File: config.mk
export PLATFORM = sky130hd
export DESIGN_NAME = frame_serial_streamer
export DESIGN_NICKNAME = d
export VERILOG_FILES = /design/src/rtl/ssd_pkg.sv /design/src/rtl/ssd_phase.sv /design/src/rtl/ssd_fetch.sv /design/src/rtl/ssd_seq.sv /design/src/rtl/frame_serial_streamer.sv
export SDC_FILE = /design/constraint.sdc
export NUM_CORES = 1
export LEC_CHECK = 0
export ABC_AREA = 1
export BUFFER_PORTS_ARGS = -buffer_cell sky130_fd_sc_hd__buf_4
export CAP_MARGIN = 20
export CORE_AREA = 2 2 146 105
export DETAILED_ROUTE_END_ITERATION = 12
export DIE_AREA = 0 0 148 107
export MAX_ROUTING_LAYER = met4
export PLACE_DENSITY = 0.73
export SLEW_MARGIN = 30
export SYNTH_ARGS = -nofsm -noshare
export SYNTH_HDL_FRONTEND = slang
export SYNTH_SLANG_ARGS = --single-unit
File: constraint.sdc
create_clock -name clk -period 5.3 [get_ports clk]
set_input_delay 1.06 -clock clk [delete_from_list [all_inputs] [get_ports clk]]
set_output_delay 1.06 -clock clk [all_outputs]
set_load 0.1 [all_outputs]
File: src/rtl/ssd_pkg.sv
package ssd_pkg;

    localparam int unsigned WORD_W    = 32;
    localparam int unsigned BITS_W    = $clog2(WORD_W);
    localparam int unsigned LEAD_SLOW = 3;   // period index of first frame pulse, slow rate
    localparam int unsigned LEAD_FAST = 4;   // same, fast rate
    localparam int unsigned CLK_LEAD  = 3;   // gated clock periods before first pulse
    localparam int unsigned CLK_TAIL  = 3;   // gated clock periods after last bit
    localparam int unsigned PER_W     = 3;

    typedef enum logic [1:0] {
        ST_IDLE,
        ST_LEAD,
        ST_SHIFT,
        ST_TAIL
    } seq_state_e;

    typedef enum logic [1:0] {
        FLD_BLOCK = 2'd0,
        FLD_8     = 2'd1,
        FLD_16    = 2'd2,
        FLD_32    = 2'd3
    } field_e;

    typedef struct packed {
        field_e fsize;
        logic   inv;
        logic   gate;
        logic   fast;
    } xfer_cfg_t;

    // True when bit position pos is the final bit of a field of the given size.
    function automatic logic field_last_bit(field_e f, logic [BITS_W-1:0] pos);
        case (f)
            FLD_8:   return &pos[2:0];
            FLD_16:  return &pos[3:0];
            FLD_32:  return &pos;
            default: return 1'b0;
        endcase
    endfunction

endpackage

File: src/rtl/ssd_phase.sv
module ssd_phase #(
    parameter int unsigned HALF_SLOW = 20,
    parameter int unsigned HALF_FAST = 10
) (
    input  logic clk,
    input  logic rst,
    input  logic restart,
    input  logic fast,
    output logic tick,
    output logic sclk_hi
);
    localparam int unsigned PH_W      = $clog2(2 * HALF_SLOW);
    localparam logic [PH_W-1:0] LAST_S = PH_W'(2 * HALF_SLOW - 1);
    localparam logic [PH_W-1:0] LAST_F = PH_W'(2 * HALF_FAST - 1);
    localparam logic [PH_W-1:0] HALF_S = PH_W'(HALF_SLOW);
    localparam logic [PH_W-1:0] HALF_F = PH_W'(HALF_FAST);

    logic [PH_W-1:0] ph;
    logic [PH_W-1:0] last_ph;
    logic [PH_W-1:0] half_ph;

    always_comb begin
        last_ph = fast ? LAST_F : LAST_S;
        half_ph = fast ? HALF_F : HALF_S;
        tick    = (ph >= last_ph);
        sclk_hi = (ph < half_ph);
    end

    always_ff @(posedge clk) begin
        if (rst || restart) begin
            ph <= '0;
        end else if (tick) begin
            ph <= '0;
        end else begin
            ph <= ph + 1'b1;
        end
    end
endmodule

File: src/rtl/ssd_fetch.sv
module ssd_fetch
    import ssd_pkg::*;
#(
    parameter int unsigned ADDR_W = 8
) (
    input  logic              clk,
    input  logic              rst,
    input  logic              flush,
    input  logic              issue,
    input  logic [ADDR_W-1:0] issue_addr,
    input  logic              issue_last,
    output logic              mem_rd_o,
    output logic [ADDR_W-1:0] mem_addr_o,
    input  logic [WORD_W-1:0] mem_rdata_i,
    output logic [WORD_W-1:0] buf_word,
    output logic              buf_last
);
    logic rd_q;
    logic pend_last;

    always_ff @(posedge clk) begin
        if (rst) begin
            mem_rd_o   <= 1'b0;
            mem_addr_o <= '0;
            rd_q       <= 1'b0;
            pend_last  <= 1'b0;
            buf_word   <= '0;
            buf_last   <= 1'b0;
        end else if (flush) begin
            mem_rd_o <= 1'b0;
            rd_q     <= 1'b0;
        end else begin
            mem_rd_o <= issue;
            rd_q     <= mem_rd_o;
            if (issue) begin
                mem_addr_o <= issue_addr;
                pend_last  <= issue_last;
            end
            if (rd_q) begin
                buf_word <= mem_rdata_i;
                buf_last <= pend_last;
            end
        end
    end
endmodule

File: src/rtl/ssd_seq.sv
module ssd_seq
    import ssd_pkg::*;
#(
    parameter int unsigned ADDR_W = 8
) (
    input  logic              clk,
    input  logic              rst,
    input  logic              enable_i,
    input  logic              strobe_i,
    input  logic [ADDR_W-1:0] start_i,
    input  logic [ADDR_W-1:0] end_i,
    input  logic [1:0]        field_i,
    input  logic              inv_i,
    input  logic              gate_i,
    input  logic              fast_i,
    input  logic              tick,
    input  logic [WORD_W-1:0] buf_word,
    input  logic              buf_last,
    output logic              accept,
    output logic              cfg_fast,
    output logic              issue,
    output logic [ADDR_W-1:0] issue_addr,
    output logic              issue_last,
    output logic              flush,
    output logic              sdata,
    output logic              sframe,
    output logic              clk_win,
    output logic              overrun,
    output logic              busy
);
    seq_state_e        state;
    logic [PER_W-1:0]  per;
    logic [PER_W-1:0]  lead_idx;
    logic [BITS_W-1:0] bitcnt;
    logic [BITS_W-1:0] nb;
    logic [WORD_W-1:0] sreg;
    logic              sreg_last;
    logic [ADDR_W-1:0] next_addr;
    logic [ADDR_W-1:0] cfg_end;
    xfer_cfg_t         cfg;
    xfer_cfg_t         cfg_in;
    logic              fp_r;
    logic              load_lead;
    logic              word_end;
    logic              load_word;

    always_comb begin
        cfg_in    = '{fsize: field_e'(field_i), inv: inv_i, gate: gate_i, fast: fast_i};
        lead_idx  = cfg.fast ? PER_W'(LEAD_FAST) : PER_W'(LEAD_SLOW);
        accept    = enable_i && strobe_i && (state == ST_IDLE);
        load_lead = tick && (state == ST_LEAD) && (per == lead_idx);
        word_end  = tick && (state == ST_SHIFT) && (bitcnt == BITS_W'(WORD_W - 1));
        load_word = load_lead || (word_end && !sreg_last);
        issue     = enable_i && (accept || (load_word && !buf_last));
        issue_addr = accept ? start_i : next_addr;
        issue_last = accept ? (start_i == end_i) : (next_addr == cfg_end);
        flush     = !enable_i;
        nb        = bitcnt + 1'b1;
        busy      = (state != ST_IDLE);
        cfg_fast  = cfg.fast;
        sdata     = sreg[WORD_W-1];
        sframe    = fp_r ^ cfg.inv;
        clk_win   = !cfg.gate || (state == ST_SHIFT) || (state == ST_TAIL) ||
                    ((state == ST_LEAD) && (per >= lead_idx - PER_W'(CLK_LEAD)));
    end

    always_ff @(posedge clk) begin
        if (rst) begin
            state     <= ST_IDLE;
            per       <= '0;
            bitcnt    <= '0;
            sreg      <= '0;
            sreg_last <= 1'b0;
            next_addr <= '0;
            cfg_end   <= '0;
            cfg       <= '{fsize: FLD_BLOCK, inv: 1'b0, gate: 1'b1, fast: 1'b0};
            fp_r      <= 1'b0;
            overrun   <= 1'b0;
        end else if (!enable_i) begin
            state <= ST_IDLE;
            fp_r  <= 1'b0;
            sreg  <= '0;
            cfg   <= cfg_in;
        end else begin
            if (state == ST_IDLE) begin
                cfg <= cfg_in;
            end
            if (accept) begin
                state     <= ST_LEAD;
                per       <= '0;
                fp_r      <= 1'b0;
                next_addr <= start_i + 1'b1;
                cfg_end   <= end_i;
                overrun   <= 1'b0;
            end else if (strobe_i && busy) begin
                overrun <= 1'b1;
            end

            if (load_word) begin
                state     <= ST_SHIFT;
                sreg      <= buf_word;
                sreg_last <= buf_last;
                bitcnt    <= '0;
                fp_r      <= 1'b0;
                if (!buf_last) begin
                    next_addr <= next_addr + 1'b1;
                end
            end else if (tick) begin
                case (state)
                    ST_LEAD: begin
                        per  <= per + 1'b1;
                        fp_r <= ((per + 1'b1) == lead_idx);
                    end
                    ST_SHIFT: begin
                        sreg <= sreg << 1;
                        if (word_end) begin
                            state <= ST_TAIL;
                            per   <= '0;
                            fp_r  <= 1'b0;
                        end else begin
                            bitcnt <= nb;
                            fp_r   <= field_last_bit(cfg.fsize, nb) &&
                                      !(sreg_last && (nb == BITS_W'(WORD_W - 1)));
                        end
                    end
                    ST_TAIL: begin
                        if (per == PER_W'(CLK_TAIL - 1)) begin
                            state <= ST_IDLE;
                        end else begin
                            per <= per + 1'b1;
                        end
                    end
                    default: ;
                endcase
            end
        end
    end
endmodule

File: src/rtl/frame_serial_streamer.sv
module frame_serial_streamer
    import ssd_pkg::*;
#(
    parameter int unsigned ADDR_W    = 8,
    parameter int unsigned HALF_SLOW = 20,
    parameter int unsigned HALF_FAST = 10
) (
    input  logic              clk,
    input  logic              rst,
    input  logic              enable_i,
    input  logic              frame_strobe_i,
    input  logic [ADDR_W-1:0] start_addr_i,
    input  logic [ADDR_W-1:0] end_addr_i,
    input  logic [1:0]        field_size_i,
    input  logic              fp_invert_i,
    input  logic              clk_gate_i,
    input  logic              fast_rate_i,
    output logic              mem_rd_o,
    output logic [ADDR_W-1:0] mem_addr_o,
    input  logic [WORD_W-1:0] mem_rdata_i,
    output logic              sclk_o,
    output logic              sdata_o,
    output logic              sframe_o,
    output logic              overrun_o
);
    logic              accept;
    logic              cfg_fast;
    logic              tick;
    logic              sclk_hi;
    logic              issue;
    logic [ADDR_W-1:0] issue_addr;
    logic              issue_last;
    logic              flush;
    logic [WORD_W-1:0] buf_word;
    logic              buf_last;
    logic              clk_win;
    logic              busy;

    ssd_phase #(
        .HALF_SLOW (HALF_SLOW),
        .HALF_FAST (HALF_FAST)
    ) u_phase (
        .clk     (clk),
        .rst     (rst),
        .restart (accept),
        .fast    (cfg_fast),
        .tick    (tick),
        .sclk_hi (sclk_hi)
    );

    ssd_fetch #(
        .ADDR_W (ADDR_W)
    ) u_fetch (
        .clk         (clk),
        .rst         (rst),
        .flush       (flush),
        .issue       (issue),
        .issue_addr  (issue_addr),
        .issue_last  (issue_last),
        .mem_rd_o    (mem_rd_o),
        .mem_addr_o  (mem_addr_o),
        .mem_rdata_i (mem_rdata_i),
        .buf_word    (buf_word),
        .buf_last    (buf_last)
    );

    ssd_seq #(
        .ADDR_W (ADDR_W)
    ) u_seq (
        .clk        (clk),
        .rst        (rst),
        .enable_i   (enable_i),
        .strobe_i   (frame_strobe_i),
        .start_i    (start_addr_i),
        .end_i      (end_addr_i),
        .field_i    (field_size_i),
        .inv_i      (fp_invert_i),
        .gate_i     (clk_gate_i),
        .fast_i     (fast_rate_i),
        .tick       (tick),
        .buf_word   (buf_word),
        .buf_last   (buf_last),
        .accept     (accept),
        .cfg_fast   (cfg_fast),
        .issue      (issue),
        .issue_addr (issue_addr),
        .issue_last (issue_last),
        .flush      (flush),
        .sdata      (sdata_o),
        .sframe     (sframe_o),
        .clk_win    (clk_win),
        .overrun    (overrun_o),
        .busy       (busy)
    );

    assign sclk_o = clk_win && sclk_hi;
endmodule

==> impl_results.md <==
- Layout cells sized above 1: approximately 18%
- TritonCTS clock tree: done
- H-tree depth: 4
- Routed vias: 5519
- Maximum clock frequency: 306 MHz
- Internal power: 1.68 mW
- Register clock-pin slew on the reported worst setup and hold paths: approximately 0.050 ns
- Final wirelength: 14.2 mm
- Root Driver: clkbuf_16
- CP Launch Type: flip-flop
- Initial antenna violation count: 0
- Io pins: 70
- Worst setup EP type: output pin
- Final cycle utilization of the critical path: between 60% and 70%
- Deepest clock path buffer count: 2
- Netlist cell types: 37
- Top post-synthesis cells by area: dfxtp_1 38%, nand2_1 13%, nor2_1 6.9%
- Post-route ant nets: 0
- PD cells: between 300 and 400 nW/µm²
- Area grow syn2layout: 18.6%
- Most used cell, CP: nor2_1
- Nets: ~1000
- Drt via density: roughly 4.8
- Die height: 107 µm
- Worst Skew: 0.0103 ns
- First-pass DRT Iterations: 5
- FF+latch area: 2320 µm²
- Worst min-delay path category: flip-flop to flip-flop
- Buffers on Ports: 69
- Antenna Cells: 0
- Synth area leader: dfxtp_1
- Core area: 14400 µm²
- Post_cts resized: 0
- Critical path required time: 4.24 ns
- Row cnt: 37
- Synth top area share: 37.9%
- Switch share: around a quarter
- YS warnings: 0
- Worst slew pin tran: 0.694 ns
- CP max stage delay: 0.51 ns
- Multi-input gate area: 3190 µm²
- Max-cap violation count: 0
- Vias in the first global route: 4924
- DR iter-0 viols: 411
- CP Cell Sequence: inv_1 > ha_1 > o21a_1 > nor2_1 > nor2_1 > nor4_1 > buf_4
- Kind of critical path: flip-flop to output pin
- Mapped Nets: 963
- Post-CTS Setup Repair Bufs: 0
- Min cycle time layout: 3.26 ns
- Most common cell after layout, fill and taps aside: nand2_1
- Peak VDD IR: 0.191 mV
- Clock group share of total power: between 50% and 60%
- Overflow after GRT: 0
- Final TNS setup: 0 ns
- Hold path depth: 2
- Slew Limit Fails: 0
- Sw power: 566 µW
- Post-Syn Area: about 6100 µm²
- RePlAce Congestion: 0.906
- CP arrival: 2.20 ns
- Reg2Reg Depth: 12
- Post-CTS Hold Fix Bufs: 0
- Largest net degree at the start of global routing: 54
- Final setup viols: 0
- Post-synthesis sequential area ratio: 37.9%
- DRC errors left: 0
- DP HPWL: 9.57 mm
- Slew HR: 53.6%
- Fill cell count: 1435
- Post-Synthesis Cells: 888
- Gr usage total: 19.4%
- Avg Inst Size Synth: 6.89 µm²
- RSZ-0062 raised after global routing: no
- Clock sinks: 116
- Final Util: 50.3%
- Tot Pwr: roughly 2.2 mW
- First-pass GRT wire length: 24.1 mm
- Most frequent cells in the layout: 210 x nand2_1, 116 x dfxtp_1, 112 x nor2_1, 90 x inv_1, 74 x a21oi_1
- Die ar.: 15800 µm²
- Asr flop ratio synth: 0%
- Worst-Skew Late Latency: approximately 0.42 ns
- Slowest cell on crit path: dfxtp_1
- Status: finished, final reports clean
- Synth Flop Type: dfxtp_1
- Post-synth EDFFs: 0
- Reg power frac: 40.3%
- Die width: between 100 and 150 µm
- LEAKAGE: 2.93 nW
- Final hold vios: 0
- Flops & latches, synth: 116
- DR WL/cell: 12.4 µm
- Starting Density: 42.4%
- CTS buffer count: 17
- Crit-path max FO: 8
- Gate power share: 8.2%
-- metrics by stage --
stage	std cells	hold WS (ns)	setup slack, ns	instance area (µm²)
final	1144	0.461	2.04	7260
after global placement	1112	0.448	2.04	6660
after global routing	1144	0.478	1.85	7260
after floorplan	888	0.430	0.369	6120
after detailed placement	1112	0.456	2.01	6660
after CTS	1144	0.464	2.04	7260
-- layer usage --
layer	global-route usage, %	part of all wire, %	wire length (µm)	up-vias
met3	5.15	5.5	780	9
met4	4.97	0.76	108	0
met1	28.1	52	7380	2459
met5	-	0	0	-
li1	-	-	-	2929
met2	26.4	42	5960	122
-- registers in the layout (all words and copies together), names as in the netlist --
name / cells
u_fetch.pend_last: 1
u_seq.cfg_end: 8
u_seq.cfg_fast: 1
u_seq.overrun: 1
u_phase.ph: 6
u_seq.sreg_last: 1
u_seq.sreg: 32
u_seq.next_addr: 8
u_fetch.buf_word: 32
u_fetch.rd_q: 1
u_fetch.buf_last: 1
u_seq.state: 2
u_seq.per: 3
u_seq.cfg: 4
u_fetch.mem_rd_o: 1
u_seq.bitcnt: 5
u_seq.fp_r: 1
u_fetch.mem_addr_o: 8
-- synth_stat cells (all sizes together), types with 2 or more instances --
cell and number:
nor3 9, nand4 12, a21oi 77, nor2 114, ha 18, o21ai 93
clkinv 3, dfxtp 116, nand3 39, o211ai 2, xnor2 9, xor2 11
inv 95, clkbuf 21, buf 22, nand2 240
-- power groups by stage --
stage / sequential (mW) / combinational, mW / clock [mW]
2_1_floorplan: 0.934 / 0.105 / 0
3_3_place_gp: 0.923 / 0.183 / 0
3_5_place_dp: 0.923 / 0.184 / 0
4_1_cts: 0.904 / 0.185 / 1.17
5_1_grt: 0.907 / 0.207 / 1.22
6_report: 0.905 / 0.185 / 1.16
-- worst paths after layout --
path,start,end,slack [ns]
min reg2reg,u_fetch.mem_rd_o$_SDFF_PP0_,u_fetch.rd_q$_SDFF_PP0_,0.46
max,u_seq.cfg_fast$_SDFFE_PP0P_,sclk_o,2.04
max reg2reg,u_seq.cfg_fast$_SDFFE_PP0P_,u_seq.sreg[3]$_SDFFE_PP0P_,2.13
min,u_fetch.mem_rd_o$_SDFF_PP0_,u_fetch.rd_q$_SDFF_PP0_,0.46
-- area by class of cell --
cell class / instances / share of cell area, %
well taps: 195 / 3.36
multi-input cells: 631 / 43.9
clock inverters: 13 / 2.03
flip-flops and latches: 116 / 32.0
clock buffers: 19 / 6.24
inverters: 98 / 5.08
repair buffers: 72 / 7.44
-- cells by family after synthesis --
kind of cell	count (synthesis)	share of synthesized area, %
XOR/XNOR	20	2.86
flip-flops	116	37.9
AO/OA/AOI/OAI	175	16.2
buffers and inverters	141	10.1
adder cells (fa/ha/maj)	18	3.68
AND/OR/NAND/NOR	418	29.2
-- critical path, delay by kind of cell, from the launching register on --
kind / cells / cell delay, ns
flops: 1 / 0.51
fa+ha+maj: 1 / 0.33
buf+inv: 2 / 0.53
simple gates: 3 / 0.30
compound gates: 1 / 0.11
(Power assumes the default switching activity.)
